**config.mk**
```make
export PLATFORM = sky130hd
export DESIGN_NAME = multi_pwm
export DESIGN_NICKNAME = d
export VERILOG_FILES = /design/src/rtl/pwm_pkg.sv /design/src/rtl/pwm_chan_regs.sv /design/src/rtl/pwm_chan_core.sv /design/src/rtl/multi_pwm.sv
export SDC_FILE = /design/constraint.sdc
export NUM_CORES = 2
export LEC_CHECK = 0
export BUFFER_PORTS_ARGS = -buffer_cell sky130_fd_sc_hd__buf_2
export CAP_MARGIN = 20
export CELL_PAD_IN_SITES_DETAIL_PLACEMENT = 0
export CELL_PAD_IN_SITES_GLOBAL_PLACEMENT = 1
export CORE_MARGIN = 5
export CORE_UTILIZATION = 45
export DETAILED_ROUTE_END_ITERATION = 10
export GPL_TIMING_DRIVEN = 1
export MAX_ROUTING_LAYER = met4
export PLACE_DENSITY_LB_ADDON = 0.1
export SYNTH_ARGS = -nofsm -noshare
export SYNTH_HDL_FRONTEND = slang
export SYNTH_SLANG_ARGS = --single-unit
```
**constraint.sdc**
```tcl
create_clock -name clk -period 5.8 [get_ports clk]
set_input_delay 0.87 -clock clk [delete_from_list [all_inputs] [get_ports clk]]
set_output_delay 0.87 -clock clk [all_outputs]
set_load 0.01 [all_outputs]
```
**src/rtl/pwm_pkg.sv**
```systemverilog
package pwm_pkg;
  localparam logic [4:0] OFF_PERIOD = 5'h00;
  localparam logic [4:0] OFF_DUTY   = 5'h04;
  localparam logic [4:0] OFF_CTRL   = 5'h0C;

  localparam int BIT_RUN    = 0;
  localparam int BIT_INVERT = 1;
  localparam int BIT_HOLD   = 2;

  typedef struct packed {
    logic hold;
    logic invert;
    logic run;
  } chan_ctrl_t;
endpackage

```
**src/rtl/pwm_chan_regs.sv**
```systemverilog
module pwm_chan_regs
  import pwm_pkg::*;
#(
  parameter int DATA_W = 32
) (
  input  logic              clk,
  input  logic              rst,
  input  logic              wr_period,
  input  logic              wr_duty,
  input  logic              wr_ctrl,
  input  logic [DATA_W-1:0] wdata,
  output logic [DATA_W-1:0] stage_period,
  output logic [DATA_W-1:0] stage_duty,
  output chan_ctrl_t        ctrl,
  output logic              arm
);
  assign arm = wr_ctrl & wdata[BIT_RUN];

  always_ff @(posedge clk) begin
    if (rst) begin
      stage_period <= '0;
      stage_duty   <= '0;
      ctrl         <= '0;
    end else begin
      if (wr_period) stage_period <= wdata;
      if (wr_duty)   stage_duty   <= wdata;
      if (wr_ctrl) begin
        ctrl.run    <= wdata[BIT_RUN];
        ctrl.invert <= wdata[BIT_INVERT];
        ctrl.hold   <= wdata[BIT_HOLD];
      end
    end
  end
endmodule

```
**src/rtl/pwm_chan_core.sv**
```systemverilog
module pwm_chan_core #(
  parameter int DATA_W = 32
) (
  input  logic              clk,
  input  logic              rst,
  input  logic              run,
  input  logic              invert,
  input  logic              hold,
  input  logic              arm,
  input  logic [DATA_W-1:0] stage_period,
  input  logic [DATA_W-1:0] stage_duty,
  output logic              pwm_o
);
  logic [DATA_W-1:0] cnt;
  logic [DATA_W-1:0] act_period, act_duty;
  logic [DATA_W-1:0] pend_period, pend_duty;
  logic              pend_valid;
  logic              last_cycle;
  logic              active;

  assign last_cycle = (act_period == '0) || (cnt >= act_period - DATA_W'(1));
  assign active     = (act_period != '0) && (cnt < act_duty);

  always_ff @(posedge clk) begin
    if (rst) begin
      cnt         <= '0;
      act_period  <= '0;
      act_duty    <= '0;
      pend_period <= '0;
      pend_duty   <= '0;
      pend_valid  <= 1'b0;
    end else if (!run) begin
      cnt        <= '0;
      pend_valid <= 1'b0;
      if (arm) begin
        act_period <= stage_period;
        act_duty   <= stage_duty;
      end
    end else begin
      if (last_cycle) begin
        cnt <= '0;
        if (pend_valid) begin
          act_period <= pend_period;
          act_duty   <= pend_duty;
          pend_valid <= 1'b0;
        end
      end else begin
        cnt <= cnt + DATA_W'(1);
      end
      if (arm) begin
        pend_period <= stage_period;
        pend_duty   <= stage_duty;
        pend_valid  <= 1'b1;
      end
    end
  end

  always_ff @(posedge clk) begin
    if (rst)        pwm_o <= 1'b0;
    else if (run)   pwm_o <= active ^ invert;
    else if (!hold) pwm_o <= invert;
  end
endmodule

```
**src/rtl/multi_pwm.sv**
```systemverilog
module multi_pwm
  import pwm_pkg::*;
#(
  parameter int NUM_CH = 4,
  parameter int ADDR_W = 8
) (
  input  logic              clk,
  input  logic              rst,
  input  logic              wr_en,
  input  logic              rd_en,
  input  logic [ADDR_W-1:0] addr,
  input  logic [31:0]       wdata,
  output logic [31:0]       rdata,
  output logic [NUM_CH-1:0] pwm_out
);
  localparam int DATA_W = 32;
  localparam int CH_W   = ADDR_W - 5;

  logic [CH_W-1:0]   sel_ch;
  logic [4:0]        sel_off;
  logic              sel_hit;
  logic [DATA_W-1:0] per_q  [NUM_CH];
  logic [DATA_W-1:0] duty_q [NUM_CH];
  chan_ctrl_t        ctrl_q [NUM_CH];
  logic [NUM_CH-1:0] en_vec, pol_vec, keep_vec;
  logic [DATA_W-1:0] rd_val;

  assign sel_ch  = addr[ADDR_W-1:5];
  assign sel_off = addr[4:0];
  assign sel_hit = int'(sel_ch) < NUM_CH;

  for (genvar i = 0; i < NUM_CH; i++) begin : g_ch
    logic arm_i;
    logic ch_sel;
    assign ch_sel = wr_en && sel_hit && (sel_ch == CH_W'(i));

    pwm_chan_regs #(.DATA_W(DATA_W)) u_regs (
      .clk          (clk),
      .rst          (rst),
      .wr_period    (ch_sel && sel_off == OFF_PERIOD),
      .wr_duty      (ch_sel && sel_off == OFF_DUTY),
      .wr_ctrl      (ch_sel && sel_off == OFF_CTRL),
      .wdata        (wdata),
      .stage_period (per_q[i]),
      .stage_duty   (duty_q[i]),
      .ctrl         (ctrl_q[i]),
      .arm          (arm_i)
    );

    pwm_chan_core #(.DATA_W(DATA_W)) u_core (
      .clk          (clk),
      .rst          (rst),
      .run          (ctrl_q[i].run),
      .invert       (ctrl_q[i].invert),
      .hold         (ctrl_q[i].hold),
      .arm          (arm_i),
      .stage_period (per_q[i]),
      .stage_duty   (duty_q[i]),
      .pwm_o        (pwm_out[i])
    );

    assign en_vec[i]   = ctrl_q[i].run;
    assign pol_vec[i]  = ctrl_q[i].invert;
    assign keep_vec[i] = ctrl_q[i].hold;
  end

  always_comb begin
    rd_val = '0;
    for (int i = 0; i < NUM_CH; i++) begin
      if (sel_hit && sel_ch == CH_W'(i)) begin
        case (sel_off)
          OFF_PERIOD: rd_val = per_q[i];
          OFF_DUTY:   rd_val = duty_q[i];
          OFF_CTRL:   rd_val = {29'b0, ctrl_q[i]};
          default:    rd_val = '0;
        endcase
      end
    end
  end

  always_ff @(posedge clk) begin
    if (rst)        rdata <= '0;
    else if (rd_en) rdata <= rd_val;
  end
endmodule

```
==> results by stage <==
STA:
- The max-slew violation count came to 0.
- The total setup violations reported at the end of the flow is 0.
- Across all setup checks in the final design, the least slack found is between 0.6 and 0.7 ns.
- The final number of hold-violating endpoints is 0.
- The maximum clock frequency is roughly 200 MHz.
- After routing, the total negative slack on setup checks comes to 0 ns.
- Headroom to the max-slew limit came out at 0.257.
- The clock period minus final worst setup slack is between 5 and 6 ns.
- Setup repair after global routing left no endpoint under its margin.
- Final hold analysis gives a worst-case slack of ~0.45 ns.
- Of the available clock period, the critical path in the final layout requires 0.884.
- The setup skew after layout is 0.0288 ns.
- The actual transition at the worst max-transition pin is 1.11 ns.

Worst setup path:
- On the critical path the largest part of the delay comes from simple AND/OR/NAND/NOR gates.
- The critical path class is reg -> reg.
- Counting cells, the worst reg-to-reg path comes to 18.
- The data arrival at the endpoint of the critical path is 5.67 ns.
- The largest single stage delay on the critical path is 0.59 ns.
- The number of buffers and inverters on the critical path is 1.
- The end of the worst register-to-register path is g_ch[2].u_core.act_period[23].
- For the worst setup path, the data required time is 6.34 ns.
- STA classifies the critical path startpoint as a flop.
- The signal on the critical path passes through nor2_1 > nor4b_1 > nand2b_1 > nor2_1 > nand2_1 > nor3_1 > nand2_1 > xor2_1 > ha_1 > a21o_1 > a21o_1 > a21oi_1 > o41ai_2 > or3b_2 > o21ai_4 > buf_4 > mux2i_1 > nor2_1.
- In this design, the critical path's most frequently occurring cell is nor2_1.
- The flop-to-flop setup slack is 0.67 ns.
- In this run the critical register-to-register path is launched from g_ch[2].u_core.act_period[2].
- The kind of end point of the critical path is a flop.
- The cell type of the slowest stage on the worst timing path is nor3_1.
- In this run the worst path has a maximum fanout of 43.

Clocking:
- The H-tree was split into 3 levels.
- At the later pin of the worst-skew pair, clock insertion delay measures approximately 0.69 ns.
- The count of hold-fix buffers inserted at cts is 0.
- Counting along the longest clock path gives a buffer depth of 3.
- The post-cts gate resize count is 0.
- The TritonCTS buffer count is around 110.
- TritonCTS built the clock tree.
- The clock net in this run drives a total of roughly 950 sinks.
- The number of setup buffers added after CTS is 0.
- The clock transition at the registers of the reported paths is approximately 0.060 ns.
- The root cell of the clock tree is clkbuf_16.

Die:
- The die covers 110000 µm².
- The die is roughly 330 µm wide.
- The standard-cell row count is 117.
- Measured along the y axis, the die boundary spans approximately 330 µm.
- The area of the placeable core is 102000 µm².
- For this configuration, the core starts out at a cell density of 0.454.
- The number of top-level pins is 80.

Min path:
- The worst hold path passes through 2 cells.
- The startpoint identified for the worst hold timing path is g_ch[2].u_core.pend_period[7].
- The path with the worst hold slack has its endpoint at g_ch[2].u_core.pend_period[7].
- The type of the worst min-delay path is reg -> reg.

Place:
- Buffers placed on the I/O ports in this run total 79.
- Detailed placement finished with a half-perimeter wire length of 98800 µm.
- OpenSTA, run right after detailed placement, puts the worst setup slack at 0.687 ns.
- In this run the cell area measured after placement is roughly 48000 µm².
- The routability-driven placement congestion ratio is approximately 1.1.

Detailed routing:
- The residual DRC count is 0.
- The total length of routed wires is 142000 µm.
- The number of DRC markers after the initial detailed-route iteration is ~3.4k.
- The number of detailed-route iterations in the first pass is 6.
- The wire length per cell after detailed routing is ~20 µm.
- The vias per cell is about 5.5.
- The residual antenna-violating net count after detailed routing is 0.
- Across all layers, the routed design uses 38.7k vias.

Pwr:
- The maximum vdd drop is 225 µV.
- The design internal power is 10.8 mW.
- The clock share of power is 0.502.
- The part of the power in registers is 0.467.
- The total power density per cell area is around 270 nW/µm².
- The total net switching power is between 3 and 4 mW.
- The portion of total power attributed to combinational logic is 0.031.
- Of the total power, the share spent switching nets is 0.225.
- The static leakage power is roughly 20 nW.

Global route:
- For this run, the total global-route usage over all layers was measured as 0.260.
- The initial antenna violation count is 19.
- The maximum number of pins on one net before global-route repair is approximately 140.
- The remaining global-route overflow is 0.
- The global-route wire length before repair is roughly 220000 µm.
- The number of global-route vias before repair is between 30k and 40k.

Cells and area:
- The area growth from synthesis to layout is 10.5%.
- The finished cells cover about 51000 µm².
- The share of final-layout standard cells stronger than drive strength 1 is 0.0757.
- Measured on the finished design, the core utilization comes to 0.502.
- The final net count is 5941.

Logic synthesis:
- The proportion of netlist area held by the largest area contributor is 0.409.
- Ranked by total cell area, the synthesized netlist is headed by dfxtp_1 41%, nand2_1 9.6%, ha_1 7.0%.
- The Yosys step of the flow raised 0 warnings.
- The register area share after synthesis is 0.409.
- Counting flops with a built-in enable in the synthesized netlist gives 0.
- Synthesis produced a netlist with a net count of between 6k and 7k.
- The synthesized instance count is just under 6k.
- By count the netlist is led by 1185 x nand2_1, 948 x dfxtp_1, 649 x a21oi_1.
- Among all cell types in the netlist, the one instantiated most often is nand2_1.
- The most used flip-flop cell after synthesis is dfxtp_1.
- The cell area that synthesis handed to floorplanning was between 40000 and 50000 µm².
- After synthesis, the share of flip-flops with an asynchronous set or reset is 0.
- The total of flip-flops plus latches after synthesis is about 950.
- The number of unique standard cell types used by synthesis is between 70 and 80.
- The average cell area after synthesis is 8.02 µm².
- Summed over all instances, the cell type with the most area after synthesis is dfxtp_1.

Run status:
- The flow ran to the end, and the final reports show no timing, DRC or antenna violations.

Job:
- The max capacitance violation total is 0.
## cells by family (layout without fill, tap and decap cells)
logic type                 count (synthesis)  in the layout  share of synthesized area
AOI/OAI and AO/OA                       1374           1374                      0.186
muxes                                    176            176                     0.0390
DFF                                      948            948                      0.409
adders and majority gates                260            260                     0.0702
buffers and inverters                    558            498                     0.0485
other                                      0              7                          0
xor gates and xnor gates                 234            234                     0.0442
and+or+nand+nor                         2233           2233                      0.202
## routing by layer
layer | wire (µm) | GRT usage | vias up
li1 | - | - | 19500
met1 | 62000 | 0.335 | 18200
met2 | 68300 | 0.428 | 817
met5 | 0 | - | -
met3 | 9230 | 0.0557 | 155
met4 | 2480 | 0.0501 | 0
## through the flow
step / power, mW / instances
after detailed placement: 7.10 / 6896
after global placement: 7.10 / 6895
after CTS: 14.1 / 7090
after global routing: 14.5 / 7097
final: 14.0 / 7098
after floorplan: 6.93 / 5783
## worst max path at each step
stage	start	end	depth (start not counted)
floorplan	g_ch[2].u_core.act_period[0]	g_ch[2].u_core.act_period[10]	17
global placement	g_ch[2].u_core.act_period[2]	g_ch[2].u_core.act_period[30]	18
detailed placement	g_ch[2].u_core.act_period[2]	g_ch[2].u_core.act_period[26]	18
CTS	g_ch[2].u_core.act_period[2]	g_ch[2].u_core.act_period[26]	18
global route	g_ch[2].u_core.act_period[0]	g_ch[2].u_core.act_period[26]	17
finish	g_ch[2].u_core.act_period[2]	g_ch[2].u_core.act_period[23]	18
## flip-flops by register name, summed over array words and instances (netlist names)
signal,cells
g_ch.u_core.pwm_o,4
g_ch.u_regs.stage_period,128
g_ch.u_core.pend_valid,4
g_ch.u_core.act_period,128
rdata,32
g_ch.u_core.cnt,128
g_ch.u_regs.stage_duty,128
g_ch.u_core.pend_duty,128
g_ch.u_core.pend_period,128
g_ch.u_core.act_duty,128
g_ch.u_regs.ctrl,12
## power groups by stage
stage,Sequential (mW),Combinational [mW],Clock [mW]
floorplan,6.67,0.256,0
global placement,6.67,0.425,0
detailed placement,6.67,0.427,0
CTS,6.53,0.427,7.19
global route,6.53,0.463,7.46
finish,6.53,0.437,7.02
## layout make-up
type | instances | area, µm²
Fill cell | 10100 | 50800
Multi-Input combinational cell | 4277 | 25200
Sequential cell | 948 | 19000
Clock buffer | 153 | 3160
Tap cell | 1368 | 1710
Timing Repair Buffer | 149 | 1050
Inverter | 155 | 582
Clock inverter | 41 | 495
Antenna cell | 7 | 17.5
## worst min-delay path, cell delays in order (launching register included)
cell     delay [ns]
dfxtp_1        0.30
nand2_1        0.05
a21oi_1        0.05
## layout by cell type, fill, tap and decap left out, types with 26 or more instances in the layout
cell type,n
a2bb2oi_1,64
mux2i_1,138
a21o_1,87
nor2b_1,47
xor2_1,104
clkbuf_16,110
nor3_1,62
xnor2_1,130
a211oi_2,30
buf_4,60
nand3_1,67
inv_1,155
a21oi_1,649
nor2_1,628
a22oi_1,39
nor4_1,26
ha_1,260
and3_1,34
a211oi_1,55
o21ai_0,202
a221o_1,31
a221oi_1,32
o22ai_1,35
nand2_1,1179
o2bb2ai_1,95
dfxtp_1,946
mux2_2,38
nand4_1,65
buf_2,78
Power figures use the tool's default switching activity.
